==> src/rtl/isc_pkg.sv <==
package isc_pkg;

  typedef enum logic {
    MODE_WAKE  = 1'b0,
    MODE_SLEEP = 1'b1
  } pmode_t;

  // Ticks per quiet-period step: 320 ms at codes 0..6, 640 ms at code 7.
  function automatic int isc_ticks(input int code);
    if (code < 5) return 256 >> code;
    return 4 >> (code - 5);
  endfunction

endpackage

==> src/rtl/isc_src_gate.sv <==
module isc_src_gate #(
  parameter int NSRC = 4
) (
  input  logic [NSRC-1:0] evt,
  input  logic [NSRC-1:0] keep_mask,
  input  logic [NSRC-1:0] wake_mask,
  output logic            keep_hit,
  output logic            wake_hit
);

  logic [NSRC-1:0] keep_v;
  logic [NSRC-1:0] wake_v;

  for (genvar g = 0; g < NSRC; g++) begin : g_src
    assign keep_v[g] = evt[g] & keep_mask[g];
    assign wake_v[g] = evt[g] & wake_mask[g];
  end

  assign keep_hit = |keep_v;
  assign wake_hit = |wake_v;

endmodule

==> src/rtl/isc_idle_timer.sv <==
module isc_idle_timer #(
  parameter int DUR_W = 8,
  parameter int PRE_W = 9
) (
  input  logic             clk,
  input  logic             rst,
  input  logic             restart,
  input  logic             tick,
  input  logic [PRE_W-1:0] tps,
  input  logic [DUR_W-1:0] limit,
  output logic             expire
);

  localparam logic [DUR_W-1:0] STEP_MAX = '1;

  logic [PRE_W-1:0] pre_q;
  logic [PRE_W:0]   pre_nx;
  logic [DUR_W-1:0] step_q;
  logic             wrap;

  assign pre_nx = {1'b0, pre_q} + 1'b1;
  assign wrap   = pre_nx >= {1'b0, tps};

  always_ff @(posedge clk) begin
    if (rst || restart) begin
      pre_q  <= '0;
      step_q <= '0;
    end else if (tick) begin
      if (wrap) begin
        pre_q <= '0;
        if (step_q != STEP_MAX) step_q <= step_q + 1'b1;
      end else begin
        pre_q <= pre_nx[PRE_W-1:0];
      end
    end
  end

  // The check uses the step count before this tick is added.
  assign expire = tick && !restart && (step_q >= limit);

endmodule

==> src/rtl/isc_mode_fsm.sv <==
module isc_mode_fsm
  import isc_pkg::*;
#(
  parameter int RATE_W = 3
) (
  input  logic              clk,
  input  logic              rst,
  input  logic              auto_en,
  input  logic              expire,
  input  logic              wake_hit,
  input  logic              irq_en,
  input  logic              irq_clr,
  input  logic [RATE_W-1:0] wake_rate,
  input  logic [RATE_W-1:0] sleep_rate,
  output pmode_t            mode_q,
  output logic [RATE_W-1:0] rate_q,
  output logic              irq_q
);

  pmode_t mode_d;
  logic   flip;

  always_comb begin
    mode_d = mode_q;
    case (mode_q)
      MODE_WAKE:  if (expire)              mode_d = MODE_SLEEP;
      MODE_SLEEP: if (!auto_en || wake_hit) mode_d = MODE_WAKE;
      default:                              mode_d = MODE_WAKE;
    endcase
  end

  assign flip = (mode_d != mode_q);

  always_ff @(posedge clk) begin
    if (rst) begin
      mode_q <= MODE_WAKE;
      rate_q <= '0;
      irq_q  <= 1'b0;
    end else begin
      mode_q <= mode_d;
      rate_q <= (mode_d == MODE_SLEEP) ? sleep_rate : wake_rate;
      if (flip && irq_en) irq_q <= 1'b1;
      else if (irq_clr)   irq_q <= 1'b0;
    end
  end

endmodule

==> src/rtl/inact_sleep_ctrl.sv <==
module inact_sleep_ctrl
  import isc_pkg::*;
#(
  parameter int NSRC      = 4,
  parameter int RATE_W    = 3,
  parameter int DUR_W     = 8,
  parameter int MAX_TICKS = 256
) (
  input  logic              clk,
  input  logic              rst,
  input  logic              sample_tick,
  input  logic [RATE_W-1:0] wake_rate,
  input  logic [RATE_W-1:0] sleep_rate,
  input  logic              auto_sleep_en,
  input  logic [DUR_W-1:0]  idle_limit,
  input  logic              mode_irq_en,
  input  logic              irq_clr,
  input  logic [NSRC-1:0]   act_evt,
  input  logic [NSRC-1:0]   keep_mask,
  input  logic [NSRC-1:0]   wake_mask,
  output logic              sleep_mode,
  output logic [RATE_W-1:0] rate_sel,
  output logic              mode_irq
);

  localparam int PRE_W = $clog2(MAX_TICKS + 1);

  logic             keep_hit;
  logic             wake_hit;
  logic             restart;
  logic             expire;
  logic [PRE_W-1:0] tps;
  pmode_t           mode_q;

  assign tps     = PRE_W'(isc_ticks(int'(wake_rate)));
  assign restart = (mode_q == MODE_SLEEP) || !auto_sleep_en || keep_hit;

  isc_src_gate #(.NSRC(NSRC)) gate_i (
    .evt       (act_evt),
    .keep_mask (keep_mask),
    .wake_mask (wake_mask),
    .keep_hit  (keep_hit),
    .wake_hit  (wake_hit)
  );

  isc_idle_timer #(.DUR_W(DUR_W), .PRE_W(PRE_W)) timer_i (
    .clk     (clk),
    .rst     (rst),
    .restart (restart),
    .tick    (sample_tick),
    .tps     (tps),
    .limit   (idle_limit),
    .expire  (expire)
  );

  isc_mode_fsm #(.RATE_W(RATE_W)) fsm_i (
    .clk        (clk),
    .rst        (rst),
    .auto_en    (auto_sleep_en),
    .expire     (expire),
    .wake_hit   (wake_hit),
    .irq_en     (mode_irq_en),
    .irq_clr    (irq_clr),
    .wake_rate  (wake_rate),
    .sleep_rate (sleep_rate),
    .mode_q     (mode_q),
    .rate_q     (rate_sel),
    .irq_q      (mode_irq)
  );

  assign sleep_mode = (mode_q == MODE_SLEEP);

endmodule

==> config.mk <==
export PLATFORM = sky130hd
export DESIGN_NAME = inact_sleep_ctrl
export DESIGN_NICKNAME = d
export VERILOG_FILES = /design/src/rtl/isc_pkg.sv /design/src/rtl/isc_src_gate.sv /design/src/rtl/isc_idle_timer.sv /design/src/rtl/isc_mode_fsm.sv /design/src/rtl/inact_sleep_ctrl.sv
export SDC_FILE = /design/constraint.sdc
export NUM_CORES = 1
export LEC_CHECK = 0
export CORE_MARGIN = 4
export CORE_UTILIZATION = 55
export DETAILED_ROUTE_END_ITERATION = 8
export GPL_TIMING_DRIVEN = 1
export PLACE_DENSITY = 0.91
export SYNTH_ARGS = -nofsm -noshare
export SYNTH_HDL_FRONTEND = slang
export SYNTH_SLANG_ARGS = --single-unit
==> constraint.sdc <==
create_clock -name clk -period 5.5 [get_ports clk]
set_clock_uncertainty 0.1 [all_clocks]
set_input_delay 0.825 -clock clk [delete_from_list [all_inputs] [get_ports clk]]
set_output_delay 0.825 -clock clk [all_outputs]
set_load 0.005 [all_outputs]
==> results of run 1 <==
==> area by class of cell <==
type                            instances  area share [%]
Sequential cell                        22            20.9
Inverter                               17            3.03
Timing Repair Buffer                   36            17.1
Multi-Input combinational cell        172            55.4
Clock buffer                            4            1.72
Tap cell                               31            1.84
==> worst max-delay path, cell delays in order <==
cell and delay (ns):
sky130_fd_sc_hd__clkdlybuf4s50_1 0.59, sky130_fd_sc_hd__inv_1 0.13, sky130_fd_sc_hd__ha_1 0.22, sky130_fd_sc_hd__inv_1 0.05, sky130_fd_sc_hd__ha_1 0.22, sky130_fd_sc_hd__nor2b_1 0.16
sky130_fd_sc_hd__nand3_1 0.09, sky130_fd_sc_hd__o21ai_0 0.08, sky130_fd_sc_hd__nand2_1 0.07, sky130_fd_sc_hd__ha_1 0.19, sky130_fd_sc_hd__a211o_1 0.25, sky130_fd_sc_hd__a21oi_1 0.12
sky130_fd_sc_hd__o21ai_1 0.13, sky130_fd_sc_hd__nand2b_1 0.28, sky130_fd_sc_hd__nand3_1 0.22, sky130_fd_sc_hd__o22ai_1 0.20
==> sequential cells by signal, indices dropped and copies added (netlist names) <==
signal and flops:
timer_i.step_q 8, fsm_i.mode_q 1, timer_i.pre_q 9, fsm_i.rate_q 3, fsm_i.irq_q 1
==> metrics by stage <==
| step | instance area [um^2] | setup WS [ns] |
|---|---|---|
| 3_3_place_gp | 2070 | 1.64 |
| 6_report | 2110 | 1.83 |
| 4_1_cts | 2110 | 1.85 |
| 3_5_place_dp | 2070 | 1.52 |
| 5_1_grt | 2110 | 1.50 |
| 2_1_floorplan | 1690 | 2.34 |
==> worst paths after layout <==
check | startpoint | to | slack [ns] | cells past startpoint
setup / recovery | wake_rate[0] | timer_i.pre_q[3] | 1.83 | 16
hold / removal | fsm_i.irq_q | fsm_i.irq_q | 0.40 | 2
setup reg to reg | timer_i.pre_q[2] | timer_i.step_q[7] | 2.54 | 11
hold reg to reg | fsm_i.irq_q | fsm_i.irq_q | 0.40 | 2
==> Yosys cell counts (all sizes together), types with 4 or more instances <==
library cell	count	area (um^2)
nand3	11	55.1
mux2i	5	50.1
dfxtp	22	440
nand2	30	113
nor2b	4	25.0
or3	4	25.0
a21oi	12	67.6
xnor2	4	35.0
o21ai	14	70.1
nor3	4	20.0
inv	17	63.8
ha	25	313
nand4	12	90.1
nand2b	6	37.5
nor2	15	66.3
==> layer usage <==
layer	up-vias	track usage, %
met5	-	0
met4	0	9.16
met3	11	3.37
met2	31	35.9
met1	734	22.6
li1	840	-
==> power breakdown <==
part	switching [mW]	internal (mW)
logic	0.0295	0.0347
clock network	0.0523	0.0405
registers	0.000650	0.161
total	0.0825	0.236
==> logic make-up after synthesis <==
group	count (synthesis)	share of synthesized area, %
fa+ha+maj	25	18.5
mux	5	2.95
flops	22	26.0
simple gates	93	28.4
buf+inv	21	5.02
compound gates	42	15.5
xor+xnor	7	3.62
==> out/summary.md, run 1 <==
After filler insertion, the fill cell instance count of the layout stands at 238. In this run the remaining antenna-violating nets after routing total 0. Routability-driven placement finished with a final weighted congestion of 0.832. First-pass GRT wire length: 6.58 mm.

Setup repair after global routing left no endpoint under its margin. Warning count from the yosys run: 0. Overall die area: 4030 um^2.

Synthesis produced a netlist with a net count of 272. The number of clock sinks was 22; the mean area per synthesized cell was 7.88 um^2. The number of unique standard cell types used by synthesis is 40.

The floorplan step set the die width to 63.5 um. At the worst endpoint, the arrival time is 3.83 ns. The path class of the tightest hold or removal check is flop to flop. The final route contains 1,616 vias. In the final layout, flip-flops and latches occupy 440 um^2.

The die outline height came out at 63.5 um. After clock tree synthesis, the flow added hold-fix buffers numbering 0. The fraction of synthesis flops using an asynchronous set or reset pin came out at 0%.

The power density normalized to cell area works out to 151 nW/um^2. By startpoint and endpoint, the worst setup path is classified as primary input to flop. Entering global routing, the biggest net connects 13 pins. The tools report the number of global-route vias before repair as 1,584. For the worst setup path, the data required time is 5.66 ns.

For this run, the share of the core covered by cells in the final layout is 73.9%. After clock tree synthesis, the setup repair step added 0 buffers. The detailed router used layers up to and including met4.

Along the worst path, the maximum fanout reaches 10. The run gives 282 as the non-filler instance count after layout. The logs give 19 for the number of cell rows and 1690 um^2 for the total standard cell area after synthesis.

Counting along the longest clock path gives a buffer depth of 2. The logs give 1.89 mm for the routed wire length on met2 and 0 for the number of setup violations in the final report. The routed wirelength normalized by instance count is 13.5 um. For the post-cts repair resize count, the log shows 0. Across every metal layer, demand over resource in global routing totals 19.9%.

The total met3 wirelength after detailed routing is 110 um, and the number of DRC markers after the initial detailed-route iteration is 37. The routed via count divided by cell count was 5.73. The top cell types in the final layout, fill and taps aside, are 36 x sky130_fd_sc_hd__clkdlybuf4s50_1, 30 x sky130_fd_sc_hd__nand2_1, 25 x sky130_fd_sc_hd__ha_1.

Port buffering added 36 buffers. The max-slew violation total from the final report came out at 0. The final critical-path share of the clock period is 66.7%, and the hold violation count in the final report is 0.

For this run, the top clock speed supported by timing is 272 MHz. Total power for the finished layout comes to 0.319 mW. The endpoint type of the worst setup path was a flop.

TritonCTS built the clock tree. During I/O placement, the number of pins put on the boundary was 37. The flow ran to the end, and the final reports show no timing, DRC or antenna violations. The pre-antenna-repair detailed-routing pass consisted of 4 iterations. The placeable core region is 2850 um^2, and the synthesis-to-finish area growth is 24.4%. The tools report the initial antenna violation count as 0. Summed over all failing endpoints, the final setup total negative slack is 0 ns. At the pin with the least slew margin, the transition time is 0.469 ns. Measured against its own limit, the worst slew margin works out to 68.6%. The multi-input gate area in the final layout came out at 1170 um^2. Clock-pin slew was measured on the worst setup and hold paths at 0.13 ns. Among all flip-flop cells after synthesis, the most frequent one is sky130_fd_sc_hd__dfxtp_1. The share of layout cells above drive strength 1 works out to 3.98%. For this block, wires on met1 add up to 1.71 mm.

Global routing finished with a remaining overflow of 0. Synthesis produced 215 cells. For the number of maximum-capacitance constraint violations, the log shows 0. Sequential cells were found to cover 26.0% of the synthesized design area. The synthesized design contains 0 enable-type register cells.

For this configuration, the core starts out at a cell density of 59.4%. Counting flops and latches in the post-synthesis netlist gives 22. Wires add up to 3.82 mm. The detailed placement HPWL was 3.14 mm.

0 antenna diodes ended up in the layout. Most common cell after layout, fill and taps aside: sky130_fd_sc_hd__clkdlybuf4s50_1. After the last flow step, the layout net total stands at 309.

The tools report the total instance count after detailed placement as 278. In this run the clock root is driven by a sky130_fd_sc_hd__clkbuf_4. After detailed routing, the number of remaining DRC violations is 0.

The tools report the worst-skew pair later-pin latency as 0.32 ns. The leakage power total was 0.885 nW. The clock period could shrink to 3.67 ns. The worst setup path is launched from a primary input. The worst-case IR drop observed on VDD is 134 uV. Number of H-tree branching levels: 1. The logs give 0.397 ns for the final hold slack and 3 for the clock buffer count from CTS.
No activity file was read; power rests on OpenSTA's default activity.
==> inputs of run 2 (changes only) <==
- CORE_UTILIZATION: 55 -> 51
- PLACE_DENSITY: 0.91 -> 0.85
- clock period: 5.5 -> 3.8 ns (I/O delays scaled with it)
==> out/summary.md, run 2 (same netlist as run 1, synthesis figures left out) <==
The flow ran to the end, and the final reports show no timing, DRC or antenna violations. The global-route track usage on met1 is 23.8%. The maximum cell stage delay along the critical path is 0.56 ns. Count of hold-fix buffers inserted at cts: 0. TritonCTS built the clock tree. In the global route stage, met2 resource usage came out at 29.9%.

The number of H-tree branching levels is 1, and the number of flip-flops in the largest register is 9. For the largest net degree at the start of global routing, the log shows 13. At the later pin of the worst-skew pair, clock insertion delay measures 0.32 ns. The number of buffers and inverters on the critical path is 3. The worst setup path is launched from a primary input. met2 is the most crowded layer. The hold violation count in the final report is 0. After floorplanning, the core was sized to cover 3100 um^2. The die outline height was 65.6 um; the post-route setup TNS was 0 ns.

The tools report the buffer cell driving the clock tree root as sky130_fd_sc_hd__clkbuf_4. Power density normalized to cell area: 217 nW/um^2. Excluding fillers, the count of instances in the completed layout stands at 297. The number of gates resized after CTS was 0. For this run, design rule violations remaining after detail routing come to 0. The tools report the initial antenna violation count as 0. Headroom to the max-slew limit came out at 70.8%.

After detailed routing, the number of vias per cell comes to 5.39. VDD sags by at most 136 uV. After legalization and detailed placement, the total HPWL measured 3.04 mm. After detailed placement, the design holds a cell count of 293. The logs give 1,459 for the number of global-route vias before repair and 55 for the number of DRC markers after the initial detailed-route iteration. The signal on the critical path passes through clkdlybuf4s50_1 > inv_1 > ha_1 > inv_1 > ha_1 > nor2b_1 > nand3_1 > o21ai_0 > nand2_1 > ha_1 > a211o_1 > a21oi_1 > o21ai_1 > a22oi_1 > o21ai_0 > a21oi_1. The first detailed-routing pass ran for 4 iterations. Counting I/O delays and the setup requirement, the final critical path takes 3.29 ns. For the multi-input gate area in the final layout, the log shows 1170 um^2.

Once the floorplan was initialized, standard cells occupied 54.6% of the core. For this block, the via count after detailed routing is 1,602. Share of layout cells above drive strength 1: 4.74%.

The routed wirelength normalized by instance count is 12.7 um, and the met3 track demand over resource in global routing is 2.39%. The area of all sequential standard cells is 440 um^2. The logs give 0 for the max-slew violation total from the final report and 0 for the number of diodes.

The worst setup path is of the primary input to flop kind. Most common cell after layout, fill and taps aside: sky130_fd_sc_hd__clkdlybuf4s50_1. For this design the top-level I/O count stands at 37. At the worst endpoint, the arrival time is 3.43 ns. The maximum buffer depth of the clock tree came out at 2. In the layout the commonest cells are 36 x sky130_fd_sc_hd__clkdlybuf4s50_1, 30 x sky130_fd_sc_hd__nand2_1, 25 x sky130_fd_sc_hd__ha_1. Timing would allow up to 304 MHz. The register with the most flip-flops in the final layout is timer_i.pre_q. The tool flagged a number of max-cap violations equal to 0. The analysis attributes to cell leakage a power of 0.894 nW. The largest registers in the layout are timer_i.pre_q (9), timer_i.step_q (8), fsm_i.rate_q (3). For this design, the slowest cell found on the critical path is sky130_fd_sc_hd__clkdlybuf4s50_1. The first-pass GRT wire length is 6.24 mm. The worst hold path belongs to the class flop to flop.

The die covers 4310 um^2. The final critical-path share of the clock period is 86.5%, and the slew at the pin closest to its max-slew limit is 0.437 ns. The count of input and output buffers is 36. The tree built by TritonCTS fans out to 22 sinks.

Antenna violation net count after detailed routing: 0. After floorplanning, the core was divided into 20 placement rows. The final layout contains 311 nets.

Setup repair after global routing left no endpoint under its margin. The total wire length after detailed routing was 3.76 mm; the die boundary width was 65.6 um. Counting stages on the worst path, the most repeated cell is sky130_fd_sc_hd__ha_1. The CTS clock-pin slew for the worst setup and hold paths came out at 0.12 ns.

The total overflow left after global routing is 0. Setup violations remaining at the end of the flow were counted as 0. The number of buffers added for setup after CTS is 0. STA classifies the critical path endpoint as a flop.

The run gives 3 as the clock buffer count from CTS. The total routing resource utilization after global routing is 18.1%. The placer's final routability congestion estimate is 0.784. After filler insertion, the fill cell instance count of the layout stands at 283.

The largest fanout of any net on the critical path came out at 5. From synthesis to final layout, the design area changed by 26.3%. Among cell families on the critical path, the largest total delay comes from compound AO/OA/AOI/OAI gates. The run gives 3.94 ns as the required time of the worst setup path.
-- run 2: cell count changes in the layout (fill, tap and decap cells not counted) --
cell,delta
sky130_fd_sc_hd__buf_4,+2
-- run 2: layer usage --
layer,vias up,share of wire (%)
met5,-,0
met4,0,1.4
met3,5,4.4
met2,40,49
met1,707,46
li1,850,-
-- run 2: area by class of cell --
class	instances	share of cell area (%)
flip-flops and latches	22	20.6
clock buffers	4	1.70
well taps	44	2.57
inverters	17	2.98
multi-input cells	172	54.6
repair buffers	38	17.5
-- run 2: worst paths after layout --
kind | from | end | slack, ns | cells past startpoint
max | wake_rate[1] | timer_i.step_q[7] | 0.51 | 16
min | fsm_i.irq_q | fsm_i.irq_q | 0.40 | 2
max reg2reg | timer_i.pre_q[2] | timer_i.pre_q[5] | 0.87 | 11
min reg2reg | fsm_i.irq_q | fsm_i.irq_q | 0.40 | 2
-- run 2: report_power, final --
group	internal, mW	switching (mW)
Clock	0.0586	0.0759
Combinational	0.0528	0.0425
Sequential	0.233	0.000964
-- run 2: tightest hold or removal path: stages, from the launching register on --
cell                       delay (ns)
sky130_fd_sc_hd__dfxtp_1         0.34
sky130_fd_sc_hd__nand2b_1        0.06
sky130_fd_sc_hd__o21ai_0         0.07
-- run 2: per-stage QoR --
stage | total power [mW] | instance area [um^2] | worst slack, ns | utilization, % | hold WS [ns]
after floorplan | 0.284 | 1690 | 0.895 | - | 0.352
after global placement | 0.332 | 2100 | 0.276 | 67.8 | 0.366
after detailed placement | 0.334 | 2100 | 0.205 | 67.8 | 0.376
after CTS | 0.466 | 2140 | 0.533 | 69.0 | 0.401
after global routing | 0.488 | 2140 | 0.266 | 69.0 | 0.433
final | 0.463 | 2140 | 0.515 | 69.0 | 0.403
==> inputs of run 3 (changes only) <==
- CORE_ASPECT_RATIO: default -> 1.4
- MAX_ROUTING_LAYER: default -> met4
==> out/summary.md, run 3 (same netlist as run 1, synthesis figures left out) <==
The tools report the total number of nets in the final design as 311. The tools report the leakage power total as 0.909 nW. For the pin with the worst max-slew slack, the measured transition is 0.440 ns.

The tree is rooted in a sky130_fd_sc_hd__clkbuf_8. Buffers inserted during clock tree synthesis total 3. Register containing the most flip-flops in the final layout: timer_i.pre_q.

TritonCTS built the clock tree. The first detailed-routing pass took 6 iterations. The final critical-path share of the clock period was 88.9%; the post-route setup TNS was 0 ns.

For the maximum buffer depth of the clock tree, the log shows 2. The worst voltage drop across the vdd grid was 205 uV. After clock tree synthesis, the setup repair step added 0 buffers. The critical path in this run is classified as primary input to flop. Leaving out fill and tap cells, the most frequent cell in the layout is sky130_fd_sc_hd__clkdlybuf4s50_1. At the placement stage, the worst setup path has a slack of 0.148 ns. In the layout the commonest cells are 36 x sky130_fd_sc_hd__clkdlybuf4s50_1, 30 x sky130_fd_sc_hd__nand2_1, 25 x sky130_fd_sc_hd__ha_1.

Dividing total power by cell area gives a power density of 252 nW/um^2. Setup repair after global routing left no endpoint under its margin. The required time of the worst setup path came out at 3.89 ns.

The logs give 0.83 ns for the minimum setup slack among reg-to-reg paths and 296 MHz for the highest clock rate. The post-cts repair resize count was 0; the CTS clock-pin slew for the worst setup and hold paths was 0.08 ns. The largest fanout of any net on the critical path works out to 9. In the final layout, the registers with the most flip-flops are timer_i.pre_q (9), timer_i.step_q (8), fsm_i.rate_q (3). The run finished with clean final reports. The register with the most flip-flops in the layout has 9 of them. In this run, the number of DRC markers left after iteration 0 of detailed routing was 33. The number of vias after detailed routing is 1,642. The run gives 2.37% as the met3 track demand over resource in global routing. Hold timing on the final database bottoms out at a slack of 0.383 ns.

The finished layout holds 292 standard cells, fillers aside. The path depth of the worst reg2reg path came out at 11. Dividing the detail-routed via count by the number of cells gives 5.62. The worst hold path belongs to the class flop to flop.

Headroom to the max-slew limit came out at 70.6%. Critical path startpoint: wake_rate[1]. The initial antenna violation count is 0.

In the routed design, unresolved DRC markers number 0. The die outline height works out to 76.2 um. The logs give 3.11 mm for the detailed placement HPWL and 288 for the total instance count after detailed placement.

The layout has 270 filler cells. In this run the critical register-to-register path is captured at timer_i.pre_q[3]. The overall die area was 4320 um^2; the global route total overflow was 0.

For this block, the routed nets add up to 3.74 mm of wire. For met1 alone, demand over resource in global routing was 18.2%. The synthesis-to-finish area growth is 28.0%. The worst register-to-register path begins at timer_i.pre_q[2]. The post-route netlist has 4.74% of its cells at a drive strength greater than 1. STA classifies the critical path startpoint as a primary input.

Overall power consumption after layout is estimated at 0.547 mW. Across the run, the number of max-cap violations was 0. In this run the remaining antenna-violating nets after routing total 0.

STA classifies the critical path endpoint as a flop. Clock tree synthesis found a total of 22 sinks. For the number of H-tree branching levels, the log shows 1. For this configuration, the core starts out at a cell density of 53.7%. The worst path meets setup with 0.423 ns of slack. The post-layout minimum cycle time is 3.38 ns. Setup violations remaining at the end of the flow were counted as 0.

After global routing, the most crowded layer is met2. The routed wirelength normalized by instance count is 12.8 um. Capturing element of the worst setup path: timer_i.step_q[6].

The logs give 34.3% for the global-route track usage on met2 and 18.3% for the total routing resource utilization after global routing. For this design the top-level I/O count stands at 37. The initialized floorplan defines 24 standard-cell rows.

The run gives 0.817 as the placer's final routability congestion estimate. The number of antenna diodes in the final layout is 0. During placement, the flow inserted port buffers numbering 36. The die is 56.7 um wide. The number of global-route vias before repair is 1,542, and the hold violation count in the final report is 0. The core region is 3150 um^2.

Clock latency on the worst-skew pair, taken at its later pin, is 0.27 ns. Entering global routing, the biggest net connects 14 pins. The logs give 0 for the max-slew violation total from the final report and 3.47 ns for the critical path arrival. After clock tree synthesis, the flow added hold-fix buffers numbering 0. The first global-routing pass estimated 6.31 mm of wire.
run 3: cell count changes in the layout (fill, tap and decap cells not counted), sizes merged:
cell	change
clkbuf	-1
bufinv	+1
run 3: power by group:
part / switching (mW) / internal (mW) / total, mW
clock network: 0.0772 / 0.141 / 0.218
logic: 0.0431 / 0.0529 / 0.0961
registers: 0.000977 / 0.232 / 0.233
run 3: how the worst min path moves through the flow:
stage / cells past startpoint / end / slack, ns / startpoint
3_5_place_dp: 2 / timer_i.pre_q[6] / 0.38 / timer_i.pre_q[6]
2_1_floorplan: 2 / timer_i.pre_q[6] / 0.35 / timer_i.pre_q[6]
3_3_place_gp: 2 / timer_i.pre_q[6] / 0.37 / timer_i.pre_q[6]
5_1_grt: 2 / timer_i.pre_q[1] / 0.43 / timer_i.pre_q[1]
4_1_cts: 2 / timer_i.pre_q[6] / 0.39 / timer_i.pre_q[6]
6_report: 2 / timer_i.pre_q[6] / 0.38 / timer_i.pre_q[6]
run 3: per-layer routing:
| layer | share of wire (%) | routed length, um |
|---|---|---|
| met1 | 39 | 1470 |
| met2 | 55 | 2070 |
| met3 | 2.8 | 105 |
| met4 | 2.6 | 99 |
| met5 | 0 | 0 |
run 3: layout make-up:
cell class	instances	area [um^2]	share of cell area, %
Multi-Input combinational cell	172	1170	53.9
Sequential cell	22	440	20.3
Timing Repair Buffer	38	375	17.3
Inverter	17	63.8	2.94
Tap cell	39	48.8	2.25
Clock buffer	3	41.3	1.90
Clock inverter	1	30.0	1.38
run 3: per-stage QoR:
stage	util (%)	instance area (um^2)
2_1_floorplan	-	1690
5_1_grt	68.8	2170
3_3_place_gp	66.5	2100
6_report	68.8	2170
3_5_place_dp	66.5	2100
4_1_cts	68.8	2170
run 3: worst max-delay path, stage by stage:
cell and delay (ns):
sky130_fd_sc_hd__clkdlybuf4s50_1 0.54, sky130_fd_sc_hd__inv_1 0.10, sky130_fd_sc_hd__ha_1 0.19, sky130_fd_sc_hd__inv_1 0.06
sky130_fd_sc_hd__ha_1 0.23, sky130_fd_sc_hd__nor2b_1 0.14, sky130_fd_sc_hd__nand3_1 0.08, sky130_fd_sc_hd__o21ai_0 0.08
sky130_fd_sc_hd__nand2_1 0.07, sky130_fd_sc_hd__ha_1 0.28, sky130_fd_sc_hd__nand4_1 0.07, sky130_fd_sc_hd__o21ai_1 0.29
sky130_fd_sc_hd__a21oi_2 0.18, sky130_fd_sc_hd__or4_1 0.42, sky130_fd_sc_hd__a21oi_1 0.14
